## src/rtl/dbgtrig_pkg.sv

```systemverilog
package dbgtrig_pkg;

  typedef enum logic [3:0] {
    MD_A_ONLY     = 4'd0,
    MD_A_OR_B     = 4'd1,
    MD_A_THEN_B   = 4'd2,
    MD_FULL_MATCH = 4'd3,
    MD_FULL_MISS  = 4'd4,
    MD_EVT_B      = 4'd5,
    MD_A_THEN_EVT = 4'd6,
    MD_INSIDE     = 4'd7,
    MD_OUTSIDE    = 4'd8
  } trig_mode_e;

  function automatic logic rw_ok(input logic qual_en, input logic want, input logic rw);
    return !qual_en || (want == rw);
  endfunction

  function automatic logic in_window(input logic [15:0] addr, input logic [15:0] lo,
                                     input logic [15:0] hi);
    return (addr >= lo) && (addr <= hi);
  endfunction

  function automatic logic off_window(input logic [15:0] addr, input logic [15:0] lo,
                                      input logic [15:0] hi);
    return (addr < lo) || (addr > hi);
  endfunction

endpackage

```

## src/rtl/dbgtrig_cmp.sv

```systemverilog
module dbgtrig_cmp #(
  parameter int AW = 16
) (
  input  logic          bus_valid,
  input  logic [AW-1:0] bus_addr,
  input  logic          bus_rw,
  input  logic [AW-1:0] ref_addr,
  input  logic          qual_en,
  input  logic          qual_rw,
  output logic          addr_hit
);
  import dbgtrig_pkg::*;

  assign addr_hit = bus_valid && (bus_addr == ref_addr) && rw_ok(qual_en, qual_rw, bus_rw);

endmodule

```

## src/rtl/dbgtrig_seq.sv

```systemverilog
module dbgtrig_seq #(
  parameter int AW = 16,
  parameter int DW = 8
) (
  input  logic          clk,
  input  logic          rst_n,
  input  logic [3:0]    mode,
  input  logic          live,
  input  logic          clr,
  input  logic          bus_valid,
  input  logic [AW-1:0] bus_addr,
  input  logic [DW-1:0] bus_data,
  input  logic          bus_rw,
  input  logic [AW-1:0] lo_addr,
  input  logic [AW-1:0] hi_addr,
  input  logic [DW-1:0] ref_data,
  input  logic          qual_en_a,
  input  logic          qual_rw_a,
  input  logic          hit_a,
  input  logic          hit_b,
  output logic          cond,
  output logic          b_event,
  output logic          evt_mode,
  output logic          a_seen
);
  import dbgtrig_pkg::*;

  logic data_eq;
  logic qual_a;
  logic seq_mode;

  assign data_eq  = (bus_data == ref_data);
  assign qual_a   = bus_valid && rw_ok(qual_en_a, qual_rw_a, bus_rw);
  assign seq_mode = (mode == MD_A_THEN_B) || (mode == MD_A_THEN_EVT);
  assign evt_mode = (mode == MD_EVT_B) || (mode == MD_A_THEN_EVT);
  assign b_event  = hit_b && ((mode == MD_EVT_B) || ((mode == MD_A_THEN_EVT) && a_seen));

  always_comb begin
    case (mode)
      MD_A_ONLY:     cond = hit_a;
      MD_A_OR_B:     cond = hit_a || hit_b;
      MD_A_THEN_B:   cond = a_seen && hit_b;
      MD_FULL_MATCH: cond = hit_a && data_eq;
      MD_FULL_MISS:  cond = hit_a && !data_eq;
      MD_EVT_B:      cond = hit_b;
      MD_A_THEN_EVT: cond = a_seen && hit_b;
      MD_INSIDE:     cond = qual_a && in_window(bus_addr, lo_addr, hi_addr);
      MD_OUTSIDE:    cond = qual_a && off_window(bus_addr, lo_addr, hi_addr);
      default:       cond = 1'b0;
    endcase
  end

  always_ff @(posedge clk or negedge rst_n) begin
    if (!rst_n)                           a_seen <= 1'b0;
    else if (clr)                         a_seen <= 1'b0;
    else if (live && seq_mode && hit_a)   a_seen <= 1'b1;
  end

  AST_ARM_CLEARS_SEQ: assert property (@(posedge clk) disable iff (!rst_n)
    clr |=> !a_seen);
  AST_SEQ_NEEDS_LIVE: assert property (@(posedge clk) disable iff (!rst_n)
    (!a_seen && !live) |=> !a_seen);

endmodule

```

## src/rtl/dbgtrig_fifo.sv

```systemverilog
module dbgtrig_fifo #(
  parameter int FW    = 16,
  parameter int DEPTH = 8,
  localparam int PW   = $clog2(DEPTH),
  localparam int CW   = $clog2(DEPTH + 1)
) (
  input  logic          clk,
  input  logic          rst_n,
  input  logic          clr,
  input  logic          push,
  input  logic [FW-1:0] wdata,
  input  logic          circ,
  input  logic          pop_req,
  output logic [FW-1:0] rdata,
  output logic [CW-1:0] count
);
  localparam logic [CW-1:0] FULL = CW'(DEPTH);
  localparam logic [PW-1:0] LAST = PW'(DEPTH - 1);

  logic [FW-1:0] mem [DEPTH];
  logic [PW-1:0] wr_ptr, rd_ptr;
  logic          pop, has_room, push_ok, drop_old;

  function automatic logic [PW-1:0] bump(input logic [PW-1:0] p);
    return (p == LAST) ? '0 : p + 1'b1;
  endfunction

  assign pop      = pop_req && (count != '0);
  assign has_room = (count - CW'(pop)) < FULL;
  assign push_ok  = push && (has_room || circ);
  assign drop_old = push_ok && !has_room;
  assign rdata    = mem[rd_ptr];

  always_ff @(posedge clk) begin
    if (push_ok && !clr) mem[wr_ptr] <= wdata;
  end

  always_ff @(posedge clk or negedge rst_n) begin
    if (!rst_n) begin
      wr_ptr <= '0;
      rd_ptr <= '0;
      count  <= '0;
    end else if (clr) begin
      wr_ptr <= '0;
      rd_ptr <= '0;
      count  <= '0;
    end else begin
      if (push_ok)          wr_ptr <= bump(wr_ptr);
      if (pop || drop_old)  rd_ptr <= bump(rd_ptr);
      count <= count + CW'(push_ok) - CW'(pop) - CW'(drop_old);
    end
  end

  AST_FIFO_BOUND: assert property (@(posedge clk) disable iff (!rst_n)
    count <= FULL);
  AST_RING_STAYS_FULL: assert property (@(posedge clk) disable iff (!rst_n)
    (!clr && count == FULL && !pop_req) |=> count == FULL);
  AST_STOP_KEEPS_HEAD: assert property (@(posedge clk) disable iff (!rst_n)
    (!clr && !circ && count == FULL && !pop_req) |=> $stable(rdata));

endmodule

```

## src/rtl/dbg_trigger_unit.sv

```systemverilog
module dbg_trigger_unit #(
  parameter int AW    = 16,
  parameter int DW    = 8,
  parameter int FW    = 16,
  parameter int DEPTH = 8
) (
  input  logic                         clk,
  input  logic                         rst_n,
  input  logic [3:0]                   cfg_mode,
  input  logic [AW-1:0]                cfg_addr_a,
  input  logic [AW-1:0]                cfg_addr_b,
  input  logic [DW-1:0]                cfg_data_b,
  input  logic                         cfg_rwen_a,
  input  logic                         cfg_rw_a,
  input  logic                         cfg_rwen_b,
  input  logic                         cfg_rw_b,
  input  logic                         cfg_force_brk,
  input  logic                         cfg_end_at_trig,
  input  logic                         arm_set,
  input  logic                         bus_valid,
  input  logic [AW-1:0]                bus_addr,
  input  logic [DW-1:0]                bus_data,
  input  logic                         bus_rw,
  input  logic                         bus_cof,
  output logic                         trig_tag,
  output logic                         trig_force,
  output logic                         armed,
  input  logic                         fifo_rd,
  output logic [FW-1:0]                fifo_rdata,
  output logic [$clog2(DEPTH+1)-1:0]   fifo_count
);
  localparam int NCMP = 2;

  logic [AW-1:0] cmp_ref  [NCMP];
  logic          cmp_qen  [NCMP];
  logic          cmp_qrw  [NCMP];
  logic          cmp_hit  [NCMP];

  assign cmp_ref[0] = cfg_addr_a;  assign cmp_ref[1] = cfg_addr_b;
  assign cmp_qen[0] = cfg_rwen_a;  assign cmp_qen[1] = cfg_rwen_b;
  assign cmp_qrw[0] = cfg_rw_a;    assign cmp_qrw[1] = cfg_rw_b;

  for (genvar gi = 0; gi < NCMP; gi++) begin : g_cmp
    dbgtrig_cmp #(.AW(AW)) u_cmp (
      .bus_valid (bus_valid),
      .bus_addr  (bus_addr),
      .bus_rw    (bus_rw),
      .ref_addr  (cmp_ref[gi]),
      .qual_en   (cmp_qen[gi]),
      .qual_rw   (cmp_qrw[gi]),
      .addr_hit  (cmp_hit[gi])
    );
  end

  logic fired;
  logic live, cond, b_event, evt_mode, a_seen;
  logic trig_hit, rec_en, cap_evt, cap_push;
  logic [FW-1:0] cap_word;

  assign live = armed && !fired && !arm_set;

  dbgtrig_seq #(.AW(AW), .DW(DW)) u_seq (
    .clk       (clk),
    .rst_n     (rst_n),
    .mode      (cfg_mode),
    .live      (live),
    .clr       (arm_set),
    .bus_valid (bus_valid),
    .bus_addr  (bus_addr),
    .bus_data  (bus_data),
    .bus_rw    (bus_rw),
    .lo_addr   (cfg_addr_a),
    .hi_addr   (cfg_addr_b),
    .ref_data  (cfg_data_b),
    .qual_en_a (cfg_rwen_a),
    .qual_rw_a (cfg_rw_a),
    .hit_a     (cmp_hit[0]),
    .hit_b     (cmp_hit[1]),
    .cond      (cond),
    .b_event   (b_event),
    .evt_mode  (evt_mode),
    .a_seen    (a_seen)
  );

  assign trig_hit = live && cond;
  assign rec_en   = armed && !arm_set && (cfg_end_at_trig || fired || trig_hit);
  assign cap_evt  = evt_mode ? b_event : (bus_valid && bus_cof);
  assign cap_push = rec_en && cap_evt;
  assign cap_word = evt_mode ? FW'(bus_data) : FW'(bus_addr);

  always_ff @(posedge clk or negedge rst_n) begin
    if (!rst_n) begin
      armed      <= 1'b0;
      fired      <= 1'b0;
      trig_tag   <= 1'b0;
      trig_force <= 1'b0;
    end else if (arm_set) begin
      armed      <= 1'b1;
      fired      <= 1'b0;
      trig_tag   <= 1'b0;
      trig_force <= 1'b0;
    end else begin
      trig_tag   <= trig_hit && !cfg_force_brk;
      trig_force <= trig_hit && cfg_force_brk;
      if (trig_hit) begin
        fired <= 1'b1;
        if (cfg_end_at_trig) armed <= 1'b0;
      end
    end
  end

  dbgtrig_fifo #(.FW(FW), .DEPTH(DEPTH)) u_fifo (
    .clk     (clk),
    .rst_n   (rst_n),
    .clr     (arm_set),
    .push    (cap_push),
    .wdata   (cap_word),
    .circ    (cfg_end_at_trig),
    .pop_req (fifo_rd),
    .rdata   (fifo_rdata),
    .count   (fifo_count)
  );

  AST_TRIG_ONEHOT: assert property (@(posedge clk) disable iff (!rst_n)
    $onehot0({trig_tag, trig_force}));
  AST_ONE_SHOT: assert property (@(posedge clk) disable iff (!rst_n)
    (fired && !arm_set) |=> !(trig_tag || trig_force));
  AST_DISARMED_QUIET: assert property (@(posedge clk) disable iff (!rst_n)
    !armed |=> !(trig_tag || trig_force));
  AST_END_DISARMS: assert property (@(posedge clk) disable iff (!rst_n)
    (trig_hit && cfg_end_at_trig) |=> !armed);
  AST_IDLE_NO_WRITE: assert property (@(posedge clk) disable iff (!rst_n)
    (!armed && !arm_set && !fifo_rd) |=> $stable(fifo_count));

endmodule

```

## config.mk

```make
export PLATFORM = sky130hd
export DESIGN_NAME = dbg_trigger_unit
export DESIGN_NICKNAME = d
export VERILOG_FILES = /design/src/rtl/dbgtrig_pkg.sv /design/src/rtl/dbgtrig_cmp.sv /design/src/rtl/dbgtrig_seq.sv /design/src/rtl/dbgtrig_fifo.sv /design/src/rtl/dbg_trigger_unit.sv
export SDC_FILE = /design/constraint.sdc
export NUM_CORES = 1
export LEC_CHECK = 0
export ABC_AREA = 1
export BUFFER_PORTS_ARGS = -buffer_cell sky130_fd_sc_hd__buf_2
export CORE_MARGIN = 8
export CORE_UTILIZATION = 52
export DETAILED_ROUTE_END_ITERATION = 12
export PLACE_DENSITY = 0.76
export SETUP_SLACK_MARGIN = 0.15
export SYNTH_ARGS = -nofsm -noshare
export SYNTH_HDL_FRONTEND = slang
export SYNTH_SLANG_ARGS = --single-unit
```

## constraint.sdc

```tcl
create_clock -name clk -period 3 [get_ports clk]
set_clock_uncertainty 0.15 [all_clocks]
set_input_delay 0.45 -clock clk [delete_from_list [all_inputs] [get_ports clk]]
set_output_delay 0.45 -clock clk [all_outputs]
set_load 0.02 [all_outputs]
```

# [Yosys cells after proc, flatten, opt, wreduce, memory -nomap -nowiden]
# Memory sizes are Yosys's and may differ from the RTL's.
# Cells that the tools add are included.
[word_totals] latch_bits=0 mem_bits_rw=128 romBits=0 mem_count=1 out_inout_bits=23 word_cells=111 inputBits=81 ff_bits=15
[memory_table] name="u_fifo.mem" words=8 word_bits=16 rd=1 rd_clocked_by_memory_dff=0 wr=1 line_no="dbgtrig_fifo.sv:20" text="logic [FW-1:0] mem [DEPTH];"
[op_classes] n_reduce_logical=55 eq_ne=15 addsub=6 order_cmp=5 mul=0 n_div=0 n_mux=21 bitwise_logic=0 shifts=0
[op_table] op="equality test 16 bit" n=2
[op_table] op="logical AND 1 bit" n=28
[op_table] op="two-way mux 3 bit" n=6
[op_table] op="equality test 4 x 3 -> 1 bit (second input constant)" n=4
[op_table] op=">= comparator 16 bit" n=1
[op_table] op="> comparator 16 bit" n=1
[op_table] op="less-or-equal comparator 16 bit" n=1
[op_table] op="< comparator 16 bit" n=1
[op_table] op="two-way mux 16 bit" n=1
[op_table] op="two-way mux 1 bit" n=12
[op_table] op="subtractor 4 x 1 -> 4 bit" n=3
[op_table] op="logical OR 1 bit" n=11
[op_table] op="nonzero test 2 bit" n=5
[op_table] op="equality test 4 x 2 -> 1 bit (second input constant)" n=2
[op_table] op="equality test 8 bit" n=1
[op_table] op="one-hot mux 1 bit (8 select lines)" n=1
[op_table] op="logical NOT 1 bit" n=7
[op_table] op="adder 3 x 1 -> 3 bit (second input constant)" n=2
[op_table] op="equality test 3 bit (second input constant)" n=2
[op_table] op="adder 4 x 1 -> 4 bit" n=1
[op_table] op="equality test 4 x 1 -> 1 bit (second input constant)" n=1
[op_table] op="equality test 4 bit (second input constant)" n=1
[op_table] op="logical NOT 4 bit" n=1
[op_table] op="< comparator 4 bit (second input constant)" n=1
[op_table] op="5 further kinds" n=6

# [Longest topological paths before layout]
# Gate-level depths: netlist (run 1).
[depth] ltp_word=14 ltp_mapped=29 mapped_depth_nobuf=29

# [Modules after synthesis]
# From an unflattened synthesis (run 1), not the netlist that was laid out.
[hier_totals] cells_unflattened=833 area_unflattened_um2=7840.0
[by_module_without_submodules] mod="dbgtrig_fifo" cells_each=456 area_each_um2=5750.5 instances=1 seq_area_each_um2=4093.9
[by_module_without_submodules] mod="dbgtrig_seq" cells_each=192 area_each_um2=1162.4 instances=1 seq_area_each_um2=25.0
[by_module_without_submodules] mod="dbgtrig_cmp" cells_each=59 area_each_um2=270.3 instances=2 seq_area_each_um2=0.0
[by_module_without_submodules] mod="dbg_trigger_unit" cells_each=67 area_each_um2=386.6 instances=1 seq_area_each_um2=100.1

# [Worst setup path after synthesis (run 1)]
# Ideal clock, no wire load.
[synth_path] kind="input to register" from="in cfg_addr_b[15]" to="mem u_fifo.mem[6][0], enable pin" t_required_ns=2.441 arrival_time_ns=3.002 cell_stages=17 setup_slack_ns=-0.561 path_cell_list="inv_1 > ha_1 > nand2_1 > nor2_2 > nand2_1 > nor2_4 > nand2_2 > a21oi_2 > nand2_1 > nand2_1 > nor2_1 > nand2_2 > nand2_4 > nand2_4 > nand2_4 > buf_6 > nor3_1"
[synth_via] elab_chain_len=13
[synth_lines] element="from (decl)" line_no="dbg_trigger_unit.sv:11" text="input logic [AW-1:0] cfg_addr_b,"
[synth_lines] element="branches (longest 8 deep; another with > comparator 16 bit)"
[synth_lines] element="logical AND 1 bit *" line_no="dbg_trigger_unit.sv:88" text="assign cap_push = rec_en && cap_evt;"
[synth_lines] element="logical AND 1 bit *" line_no="dbgtrig_fifo.sv:30" text="assign push_ok = push && (has_room || circ);"
[synth_lines] element="logical AND 1 bit *" line_no="dbgtrig_fifo.sv:35" text="if (push_ok && !clr) mem[wr_ptr] <= wdata;"
[synth_lines] element="two-way mux 1 bit *" line_no="dbgtrig_fifo.sv:35"
[synth_lines] element="two-way mux 1 bit (implied by the code) *" line_no="dbgtrig_fifo.sv:35"
[synth_lines] element="to (decl)" line_no="dbgtrig_fifo.sv:20"
# Mark *: on every way between the ends.

# [Final worst setup path (run 1)]
[layout_path] from="reg u_fifo.count[3]" to="reg u_fifo.count[3]"
[layout_via] elab_chain_len=10
[layout_lines] element="from (decl)" line_no="dbgtrig_fifo.sv:15" text="output logic [CW-1:0] count"
[layout_lines] element="from (signal assigned)" line_no="dbgtrig_fifo.sv:50" text="count <= count + CW'(push_ok) - CW'(pop) - CW'(drop_old);"
[layout_lines] element="nonzero test 4 bit" line_no="dbgtrig_fifo.sv:28" text="assign pop = pop_req && (count != '0);"
[layout_lines] element="logical AND 1 bit" line_no="dbgtrig_fifo.sv:28"
[layout_lines] element="subtractor 4 x 1 -> 4 bit" line_no="dbgtrig_fifo.sv:29" text="assign has_room = (count - CW'(pop)) < FULL;"
[layout_lines] element="< comparator 4 bit" line_no="dbgtrig_fifo.sv:29"
[layout_lines] element="logical OR 1 bit" line_no="dbgtrig_fifo.sv:30"
[layout_lines] element="logical AND 1 bit" line_no="dbgtrig_fifo.sv:30"
[layout_lines] element="adder 4 x 1 -> 4 bit" line_no="dbgtrig_fifo.sv:50"
[layout_lines] element="subtractor 4 x 1 -> 4 bit" line_no="dbgtrig_fifo.sv:50"
[layout_lines] element="subtractor 4 x 1 -> 4 bit *" line_no="dbgtrig_fifo.sv:50"
[layout_lines] element="two-way mux 4 bit *" line_no="dbgtrig_fifo.sv:43" text="end else if (clr) begin"
# Mark *: on every way between the ends. The rest lies on a longest branch, timed or not.
# A chain may end at the register's enable or synchronous reset.

==> results of run 1 <==
==> placed cells by master, fill, tap and decap left out, drive strengths merged, types with 14 or more instances in the layout <==
master / instances
buf: 183
nor2: 139
edfxtp: 128
nand2: 104
inv: 84
o21ai: 76
ha: 41
a21oi: 20
clkbuf: 17
a31oi: 17
nand3: 17
o22ai: 16
dfrtp: 15
nor3: 14
==> logic make-up after synthesis <==
group           synth area share
compound gates            0.1030
xor+xnor                 0.01103
simple gates              0.1622
fa+ha+maj                0.07742
buf+inv                  0.05570
flops                     0.5906
==> report_power, final <==
group,internal (mW),switching [mW],leakage (nW)
combinational,0.806,1.25,2.42
sequential,2.23,0.0324,1.35
clock,1.42,0.861,0.315
total,4.46,2.14,4.09
==> through the flow <==
step,hold slack (ns),util
floorplan,0.004409,-
global placement,0.2189,0.6264
detailed placement,0.2365,0.6264
CTS,0.02331,0.6952
global route,0.03644,0.7212
finish,0.03736,0.7212
==> registers in the layout, summed over array words and instances (netlist names) <==
register	cells
u_fifo.rd_ptr	3
trig_tag	1
u_seq.a_seen	1
u_fifo.count	4
armed	1
trig_force	1
u_fifo.wr_ptr	3
fired	1
u_fifo.mem	128
==> repair_timing <==
action / in CTS / in global routing
buffers inserted: 4 / 5
hold buffers: 1 / 0
hold endpoints to repair: 15 / 0
resized for setup: 49 / 85
cloned: 0 / 0
setup endpoints to repair: 3 / 5
pin swaps: 24 / 41
==> worst max-delay path by stage <==
stage | cells past startpoint | endpoint
final | 20 | u_fifo.count[3]
after CTS | 19 | u_fifo.count[2]
after detailed placement | 23 | u_fifo.count[2]
after floorplan | 23 | u_fifo.count[2]
after global routing | 28 | u_fifo.count[3]
after global placement | 21 | u_fifo.count[2]
==> final cells by class <==
type                    instances  area (um^2)
flip-flops and latches        143         4219
fillers                       890         3810
multi-input cells             463         3164
repair buffers                184         1289
clock buffers                  17        425.4
inverters                      78        310.3
well taps                     180        225.2
clock inverters                15        222.7
==> layer usage <==
metal,wire length [um],part of all wire,global-route usage
met2,9723,0.52,0.3511
met4,425,0.023,0.08671
met3,1257,0.067,0.04744
met5,0,0,0
met1,7349,0.39,0.2399
==> results.md, run 1 <==
- Run status: finished with violations
- Violated checks: negative setup slack
- Final non-filler cell area: 9856 um^2
- Synth warn: 0
- Total number of clock tree sinks: between 100 and 150
- Total wire length: ~19 mm
- Cell area power density: between 600 and 700 nW/um^2
- Via count of the first global-routing pass: roughly 6000
- Total die area: ~18000 um^2
- Total instance count after detailed placement: between 1000 and 1500
- RR Endpoint: u_fifo.count[3]
- Max-capacitance violation count: 0
- Static Leak: 4.091 nW
- Layout cell share with drive strength beyond 1: 0.3822
- Post-layout power: approximately 6.6 mW
- Diodes inserted: 0
- Via Count: about 5900
- Number of placement rows: 43
- Clock slew seen by the registers of the worst setup and hold paths: approximately 0.070 ns
- Leading cell type by number of instances after synthesis: nor2_1
- Total global-route track usage: 0.2040
- Cell area after synthesis: ~7100 um^2
- Source of the worst register-to-register timing path: u_fifo.count[3]
- Vias per inst: 5.450
- Count of state elements after synthesis: ~140
- Highest cell delay on the worst timing path: between 0.4 and 0.5 ns
- Aggregate negative setup slack: -0.4785 ns
- Count of non-filler cells in the finished layout: around 1100
- Final nets: 1011
- Synth unique cells: 36
- Die Y: 133.2 um
- Synth-to-Final Area Change: 37.98%
- Floorplan core area: between 10000 and 15000 um^2
- Clock tree from TritonCTS: built
- WL per Instance: around 17 um
- Critical-path cell list: inv_2 > ha_4 > nand2_2 > nand2_2 > inv_2 > nand3_2 > xor2_2 > inv_1 > nand2_1 > o2111a_2 > nand2_4 > nor2_4 > fa_2 > inv_2 > ha_4 > ha_4 > inv_2 > fa_2 > o21ai_2 > a21oi_2
- CP delay by family, top: adder cells
- Top flip-flop cell by instance count after synthesis: edfxtp_1
- Worst setup path startpoint: u_fifo.count[3]
- Antenna-violating nets left: 0
- Maximum frequency from static timing analysis: roughly 0.31 GHz
- Endpoint kind of the worst setup timing path: register
- Reg2Reg Setup Slack: -0.24 ns
- Initial Utilization: 0.5227
- Hold Path Sink: trig_tag
- Clock Path Buffers: 2
- Synth Instances: 710
- Slew Limit Fails: 0
- Worst setup path category: reg2reg
- Clock period minus worst slack: approximately 3.2 ns
- Final setup margin: -0.2417 ns
- Critical Path Fanout Max: 3
- Overall overflow remaining after global route: 0
- Detail Placement HPWL: approximately 12 mm
- Number of cells on the worst reg-to-reg path: 20
- Top cells by count, synth: 136 x nor2_1, 128 x edfxtp_1, 98 x nand2_1
- First-pass iteration count of the detailed router: 4
- Clock insertion delay at the later pin of the skew report: about 0.42 ns
- Leading cell types by total area after synthesis: edfxtp_1 54%, ha_1 7.2%, nor2_1 7.1%
- Post-Synthesis Net Count: 834
- Final number of setup-violating endpoints: 2
- Chip width: approximately 130 um
- Wire length of the first global-routing pass: 28.82 mm
- Worst relative slew slack: 0.7218
- Sequential share of the synthesized area: 0.5906
- Final period utilization: 1.081
- Required time reported for the critical path endpoint: roughly 3.2 ns
- RSZ-0062 raised after global routing: yes
- Clock Root Buffer: clkbuf_16
- Crit path max-delay cell type: fa_2
- Worst min-delay path category: in2reg
- Biggest area consumer among synthesized cells: edfxtp_1
- Worst hold path depth: 2
- Hold path startpoint: cfg_force_brk
- Arrival time reported for the critical path endpoint: 3.41 ns
- Clock buffers created by TritonCTS: 17
- Critical Path Source Type: register
- Number of failing hold endpoints at the final stage: 0
- Slew at the pin closest to its max-slew limit: 0.4173 ns
- I/O pin count: 104
- Largest net degree at the start of global routing: 35
- Proportion of register bits with asynchronous set or reset after synthesis: 0.1049
- Placer congestion estimate: 0.8371
- Most frequent CP cell: inv_2
- Number of buffer and inverter stages on the critical path: 5
- First-iteration detailed-routing DRC count: ~550
- Initial antenna violation count: 0
- Port-buffer cells: approximately 100
- Dpl ws: -0.7230 ns
- Dpl cell area: 8561 um^2
- Post-route DRC: 0
- Count of flip-flops with a built-in enable after synthesis: approximately 130
- Fraction of post-synthesis cell area in the top cell type by area: 0.5381
- Syn avg cell area: approximately 10 um^2
- VDD IR-drop max: around 0.00048 V
- Number of levels in the clock H-tree: 4
Note: power is estimated with default switching activity, not from simulation.
==> run 2, diff against run 1 <==
- TNS_END_PERCENT: not set -> 50
==> results.md, run 2 (synthesis results as in run 1) <==
- Worst setup path category: in2reg (was reg2reg)
- Synth-to-Final Area Change: 40.36% (was 37.98%)
- Total number of clock tree sinks: 143 (unchanged)
- Run status: finished with violations (unchanged)
- Commonest non-fill, non-tap cell in the layout: nor2_1 (unchanged)
- Initial Utilization: 0.5227 (unchanged)
- Slew Limit Fails: 0 (unchanged)
- Static Leak: 4.205 nW (was 4.091 nW)
- Port-buffer cells: 103 (unchanged)
- Clock period minus worst slack: 3.487 ns (was 3.242 ns)
- Number of placement rows: 43 (unchanged)
- Layout cell share with drive strength beyond 1: 0.3776 (was 0.3822)
- Placer congestion estimate: 0.8917 (was 0.8371)
- Clock tree from TritonCTS: built (unchanged)
- Number of failing hold endpoints at the final stage: 0 (unchanged)
- First-iteration detailed-routing DRC count: 544 (was 554)
- Max-capacitance violation count: 0 (unchanged)
- Die Y: 133.2 um (unchanged)
- Maximum frequency from static timing analysis: 0.2868 GHz (was 0.3085 GHz)
- Post-layout power: 6.676 mW (was 6.607 mW)
- Biggest regs: u_fifo.mem (128), u_fifo.count (4) (unchanged)
- Total wire length: 21.21 mm (was 18.76 mm)
- Commonest cells after routing, fill and taps aside: 131 x nor2_1, 128 x edfxtp_1, 87 x nand2_1, 87 x buf_2, 83 x buf_4 (was 132 x nor2_1, 128 x edfxtp_1, 83 x buf_2, 80 x nand2_1, 79 x buf_4)
- Largest register by flop count: u_fifo.mem (unchanged)
- Post-route DRC: 0 (unchanged)
- Clock Root Buffer: clkbuf_16 (unchanged)
- Largest net degree at the start of global routing: 33 (was 35)
- Worst relative slew slack: 0.7327 (was 0.7218)
- Total global-route track usage: 0.2174 (was 0.2040)
- Endpoint kind of the worst setup timing path: register (unchanged)
- Slew at the pin closest to its max-slew limit: 0.4009 ns (was 0.4173 ns)
- Floorplan core area: 13670 um^2 (unchanged)
- Dpl cell area: 8507 um^2 (was 8561 um^2)
- Total die area: 17740 um^2 (unchanged)
- Violated checks: negative setup slack (unchanged)
- Dpl ws: -0.7767 ns (was -0.7230 ns)
- Cell area power density: 665.9 nW/um^2 (was 670.3 nW/um^2)
- Final number of setup-violating endpoints: 4 (was 2)
- Overall overflow remaining after global route: 0 (unchanged)
- Largest register FFs: 128 (unchanged)
- Clock slew seen by the registers of the worst setup and hold paths: 0.06 ns (was 0.07 ns)
- Diodes inserted: 0 (unchanged)
- Chip width: 133.2 um (unchanged)
- Count of non-filler cells in the finished layout: 1107 (was 1080)
- Vias per inst: 5.584 (was 5.450)
- Clock Path Buffers: 2 (unchanged)
- Via count of the first global-routing pass: 6406 (was 5988)
- I/O pin count: 104 (unchanged)
- Clock insertion delay at the later pin of the skew report: 0.42 ns (about the same)
- Initial antenna violation count: 0 (unchanged)
- RSZ-0062 raised after global routing: yes (unchanged)
- Number of levels in the clock H-tree: 4 (unchanged)
- Final setup margin: -0.4866 ns (was -0.2417 ns)
- Final non-filler cell area: 10030 um^2 (was 9856 um^2)
- VDD IR-drop max: 0.0003938 V (was 0.0004826 V)
- Worst min-delay path category: in2reg (unchanged)
- Via Count: 6182 (was 5886)
- WL per Instance: 19.16 um (was 17.37 um)
- Critical Path Source Type: input pin (was register)
- Critical Path Fanout Max: 3 (unchanged)
- Wire length of the first global-routing pass: 30.75 mm (was 28.82 mm)
- Antenna-violating nets left: 0 (unchanged)
- Clock buffers created by TritonCTS: 17 (unchanged)
- Total instance count after detailed placement: 1044 (was 1038)
- Required time reported for the critical path endpoint: 3.16 ns (was 3.17 ns)
- Detail Placement HPWL: 12.56 mm (was 12.10 mm)
- First-pass iteration count of the detailed router: 7 (was 4)
- Final period utilization: 1.162 (was 1.081)
- Arrival time reported for the critical path endpoint: 3.65 ns (was 3.41 ns)
- Final nets: 1038 (was 1011)
[run 2: cell count changes in the layout (fill, tap and decap cells not counted), moves of 4 or more]
cell,previous run,this run
buf_4,79,83
inv_8,5,0
buf_6,16,36
nand2_2,15,11
nand2_1,80,87
buf_2,83,87
inv_1,43,50
inv_2,31,25
a21oi_1,8,13
[run 2: what timing repair did]
action	in CTS	in global routing
setup endpoints to repair	3	6
resized for setup	52	81
hold endpoints to repair	15	0
pin swaps	26	35
buffers inserted	22	8
hold buffers	1	0
[run 2: area by class of cell]
cell class / instances / area, um^2
clock buffers: 18 / 429.2
clock inverters: 14 / 215.2
fillers: 858 / 3640
inverters: 78 / 297.8
multi-input cells: 463 / 3090
flip-flops and latches: 143 / 4219
well taps: 180 / 225.2
repair buffers: 211 / 1549
[run 2: worst max-delay path, cell delays in order]
cell	delay, ns
buf_4	0.14
ha_4	0.29
nand2_4	0.07
nor3_4	0.23
nand4_1	0.26
inv_2	0.15
nand2_1	0.07
nand2_1	0.10
nor2_1	0.06
nand2_2	0.08
nand2_4	0.06
nand2_4	0.08
nand2_4	0.07
nor2_4	0.11
fa_2	0.46
inv_2	0.10
ha_4	0.14
ha_4	0.13
inv_2	0.04
fa_2	0.38
o21ai_2	0.14
a21oi_2	0.05
[run 2: per-layer routing]
metal  vias up  global-route usage  part of all wire
met5         -                   0                 0
met4         0              0.1148             0.034
met3        63             0.05798             0.070
met2       334              0.3741              0.51
met1      2947              0.2424              0.38
li1       2838                   -                 -
[run 2: path summary, 6_finish.rpt]
kind                                 start          endpoint  slack [ns]  cells past startpoint
setup / recovery              bus_addr[15]   u_fifo.count[3]       -0.49                     22
hold / removal               cfg_force_brk          trig_tag        0.04                      2
setup reg to reg           u_fifo.count[2]   u_fifo.count[3]       -0.33                     20
hold reg to reg                      armed             armed        0.37                      2
max in group asynchronous            rst_n  u_fifo.rd_ptr[1]        2.07                      2
min in group asynchronous            rst_n   u_fifo.count[1]        0.34                      2
[run 2: where the power goes]
group	switching, mW	total [mW]	internal [mW]	leakage (nW)
combinational	1.28	2.11	0.831	2.54
clock	0.810	2.28	1.48	0.310
sequential	0.0458	2.28	2.23	1.35
total	2.13	6.68	4.54	4.21
[run 2: through the flow]
step	utilization	setup TNS (ns)	hold slack [ns]
final	0.7337	-1.471	0.04333
after global routing	0.7337	-1.660	0.05010
after CTS	0.7034	-0.6415	0.03948
after detailed placement	0.6225	-4.912	0.2400
after global placement	0.6225	-1.736	0.2258
after floorplan	-	-10.24	0.004409
==> run 3, diff against run 2 <==
- ABC_AREA: 1 -> not set
- CORE_UTILIZATION: 52 -> 38
- PLACE_DENSITY: 0.76 -> 0.58
==> results.md, run 3 <==
- Max-capacitance violation count: 0 (unchanged)
- Post-synthesis compound-gate area fraction: 0.04645 (was 0.1030)
- Total wire length: 16.85 mm (was 21.21 mm)
- Vias per inst: 5.080 (was 5.584)
- Detail Placement HPWL: 11.85 mm (was 12.56 mm)
- Crit path max-delay cell type: fa_2 (unchanged)
- Final number of setup-violating endpoints: 135 (was 4)
- Top flip-flop cell by instance count after synthesis: edfxtp_1 (unchanged)
- Run status: finished with violations (unchanged)
- Critical-path cell list: buf_8 > ha_4 > nand4_1 > buf_4 > nor4_4 > nand3_2 > nor3b_2 > and3b_1 > o2111a_2 > nor2_4 > nor2_4 > fa_2 > inv_2 > ha_4 > ha_4 > inv_2 > fa_2 > nor2_1 (was buf_4 > ha_4 > nand2_4 > nor3_4 > nand4_1 > inv_2 > nand2_1 > nand2_1 > nor2_1 > nand2_2 > nand2_4 > nand2_4 > nand2_4 > nor2_4 > fa_2 > inv_2 > ha_4 > ha_4 > inv_2 > fa_2 > o21ai_2 > a21oi_2)
- Clock Path Buffers: 2 (unchanged)
- Total global-route track usage: 0.1544 (was 0.2174)
- Initial Utilization: 0.3868 (was 0.5227)
- Commonest cells after routing, fill and taps aside: 128 x edfxtp_1, 73 x buf_2, 64 x buf_4, 38 x buf_6, 33 x inv_1 (was 131 x nor2_1, 128 x edfxtp_1, 87 x nand2_1, 87 x buf_2, 83 x buf_4)
- Worst relative slew slack: 0.6410 (was 0.7327)
- Post-Synthesis Net Count: 572 (was 834)
- Cell area power density: 601.0 nW/um^2 (was 665.9 nW/um^2)
- Xor/xnor share of the synthesized area: 0.01512 (was 0.01104)
- Synth warn: 0 (unchanged)
- Biggest area consumer among synthesized cells: edfxtp_1 (unchanged)
- Basic-gate share of the synthesized area counting and, or, nand and nor cells: 0.07220 (was 0.1622)
- Worst setup path category: in2reg (unchanged)
- Required time reported for the critical path endpoint: 3.16 ns (about the same)
- Aggregate negative setup slack: -25.69 ns (was -1.471 ns)
- Final core occ: 0.5491 (was 0.7337)
- Clock period minus worst slack: 3.660 ns (was 3.487 ns)
- Wire length of the first global-routing pass: 26.17 mm (was 30.75 mm)
- Layout cell share with drive strength beyond 1: 0.5405 (was 0.3776)
- Cell area after synthesis: 6949 um^2 (was 7143 um^2)
- Critical Path Source Type: input pin (unchanged)
- Slew Limit Fails: 0 (unchanged)
- RSZ-0062 raised after global routing: yes (unchanged)
- Chip width: 151.2 um (was 133.2 um)
- Arrival time reported for the critical path endpoint: 3.82 ns (was 3.65 ns)
- Count of flip-flops with a built-in enable after synthesis: 128 (unchanged)
- Final non-filler cell area: 9863 um^2 (was 10030 um^2)
- Critical Path Fanout Max: 3 (unchanged)
- VDD IR-drop max: 0.0004220 V (was 0.0003938 V)
- Number of levels in the clock H-tree: 4 (unchanged)
- I/O pin count: 104 (unchanged)
- Fraction of post-synthesis cell area in the top cell type by area: 0.5531 (was 0.5381)
- Largest register by flop count: u_fifo.mem (unchanged)
- Leading cell types by total area after synthesis: edfxtp_1 55%, mux4_2 10%, ha_1 7.4% (was edfxtp_1 54%, ha_1 7.2%, nor2_1 7.1%)
- Top cells by count, synth: 128 x edfxtp_1, 47 x inv_1, 41 x ha_1 (was 136 x nor2_1, 128 x edfxtp_1, 98 x nand2_1)
- Overall overflow remaining after global route: 0 (unchanged)
- Slew at the pin closest to its max-slew limit: 0.5385 ns (was 0.4009 ns)
- Count of state elements after synthesis: 143 (unchanged)
- Leading cell type by number of instances after synthesis: edfxtp_1 (was nor2_1)
- Violated checks: negative setup slack (unchanged)
- Combinational family with the most area after synthesis: multiplexers (was simple AND/OR/NAND/NOR gates)
- First-iteration detailed-routing DRC count: 165 (was 544)
- Diodes inserted: 0 (unchanged)
- Worst min-delay path category: in2reg (unchanged)
- WL per Instance: 19.06 um (was 19.16 um)
- Final nets: 766 (was 1038)
- Proportion of register bits with asynchronous set or reset after synthesis: 0.1049 (unchanged)
- CP delay by family, top: adder cells (unchanged)
- Clock buffers created by TritonCTS: 17 (unchanged)
- Total instance count after detailed placement: 836 (was 1044)
- Via Count: 4491 (was 6182)
- Clock Root Buffer: clkbuf_16 (unchanged)
- Number of buffer and inverter stages on the critical path: 4 (unchanged)
- Number of placement rows: 49 (was 43)
- Clock slew seen by the registers of the worst setup and hold paths: 0.06 ns (about the same)
- Largest net degree at the start of global routing: 35 (was 33)
- Reg2Reg Setup Slack: -0.17 ns (was -0.33 ns)
- Antenna-violating nets left: 0 (unchanged)
- Adder-Cell Fraction of Synth Area: 0.07958 (was 0.07742)
- Dpl cell area: 8384 um^2 (was 8507 um^2)
- Static Leak: 3.790 nW (was 4.205 nW)
- Multiplexer share of the synthesized area: 0.1455 (was 0)
- Final setup margin: -0.6603 ns (was -0.4866 ns)
- Number of failing hold endpoints at the final stage: 0 (unchanged)
- Synth Instances: 448 (was 710)
- Endpoint kind of the worst setup timing path: register (unchanged)
- Placer congestion estimate: 0.8375 (was 0.8917)
- Die Y: 151.2 um (was 133.2 um)
- Most frequent CP cell: ha_4 (was nand2_4)
- Final period utilization: 1.220 (was 1.162)
- Clock tree from TritonCTS: built (unchanged)
- Synth unique cells: 50 (was 36)
- First-pass iteration count of the detailed router: 5 (was 7)
- Via count of the first global-routing pass: 5010 (was 6406)
- Total number of clock tree sinks: 143 (unchanged)
- Commonest non-fill, non-tap cell in the layout: edfxtp_1 (was nor2_1)
- Synth-to-Final Area Change: 41.93% (was 40.36%)
- Filler instances: 1470 (was 858)
- Largest register FFs: 128 (unchanged)
- Clock insertion delay at the later pin of the skew report: 0.42 ns (about the same)
- Floorplan core area: 17960 um^2 (was 13670 um^2)
- Total die area: 22870 um^2 (was 17740 um^2)
- Biggest regs: u_fifo.mem (128), u_fifo.count (4) (unchanged)
- Highest cell delay on the worst timing path: 0.51 ns (was 0.46 ns)
- Port-buffer cells: 103 (unchanged)
- Sequential share of the synthesized area: 0.6071 (was 0.5906)
- Initial antenna violation count: 0 (unchanged)
- Count of non-filler cells in the finished layout: 884 (was 1107)
- Post-route DRC: 0 (unchanged)
- Maximum frequency from static timing analysis: 0.2732 GHz (was 0.2868 GHz)
- Syn avg cell area: 15.51 um^2 (was 10.06 um^2)
[run 3: routing by layer]
metal,GRT usage,part of all wire,up-vias
met1,0.1811,0.43,2230
met3,0.04512,0.050,18
met4,0.05047,0.014,0
li1,-,-,2117
met2,0.2664,0.51,126
met5,0,0,-
[run 3: layout make-up]
cell class | instances | area (um^2) | area share
Clock inverter | 14 | 158.9 | 0.01611
Multi-Input combinational cell | 244 | 3070 | 0.3113
Clock buffer | 18 | 429.2 | 0.04351
Sequential cell | 143 | 4223 | 0.4281
Timing Repair Buffer | 189 | 1516 | 0.1537
Tap cell | 229 | 286.5 | 0.02905
Inverter | 47 | 178.9 | 0.01814
[run 3: cell families (layout without fill, tap and decap cells)]
| kind of cell | count (synthesis) | in the layout |
|---|---|---|
| XOR/XNOR | 12 | 12 |
| multiplexers | 58 | 58 |
| flip-flops | 143 | 143 |
| AND/OR/NAND/NOR | 84 | 84 |
| adder cells (fa/ha/maj) | 43 | 43 |
| AO/OA/AOI/OAI | 47 | 47 |
| buffers and inverters | 61 | 268 |
[run 3: worst reg2reg max path: stages, from the launching register on]
cell and delay (ns):
dfrtp_1 0.34, inv_1 0.05, ha_1 0.20, nor2_1 0.09
nand3_1 0.09, xnor2_1 0.16, buf_4 0.17, nand2_1 0.09
a21boi_4 0.20, nor2_4 0.08, nor2_4 0.08, fa_2 0.44
inv_2 0.08, ha_4 0.14, ha_4 0.13, inv_2 0.03
fa_2 0.51, nor2_1 0.04
[run 3: power by group]
group / total, mW / internal, mW / switching (mW)
registers: 2.28 / 2.22 / 0.0558
logic: 1.59 / 0.868 / 0.719
clock network: 2.06 / 1.24 / 0.823
[run 3: what timing repair did]
item | CTS | global route
hold buffers | 1 | 0
buffers inserted | 8 | 4
pin swaps | 39 | 25
hold endpoints to repair | 15 | 0
gates cloned | 3 | 0
resized for setup | 92 | 71
endpoints found under the setup margin | 148 | 148
[run 3: metrics by stage]
step                      total power [mW]  hold WS, ns  worst slack [ns]
after floorplan                      3.150     0.004409           -0.9538
after global placement               3.601       0.2184            -1.127
after detailed placement             3.634       0.2272            -1.233
after CTS                            5.819      0.02081           -0.7135
after global routing                 6.197      0.04779           -0.7936
final                                5.928      0.03480           -0.6603
[run 3: worst paths after layout]
path / start / end / cells after the start
max: bus_addr[9] / u_fifo.count[2] / 18
min: cfg_force_brk / trig_tag / 2
max reg2reg: u_fifo.count[2] / u_fifo.count[2] / 17
min reg2reg: fired / fired / 2
max in group asynchronous: rst_n / u_fifo.rd_ptr[0] / 2
min in group asynchronous: rst_n / u_fifo.count[3] / 2
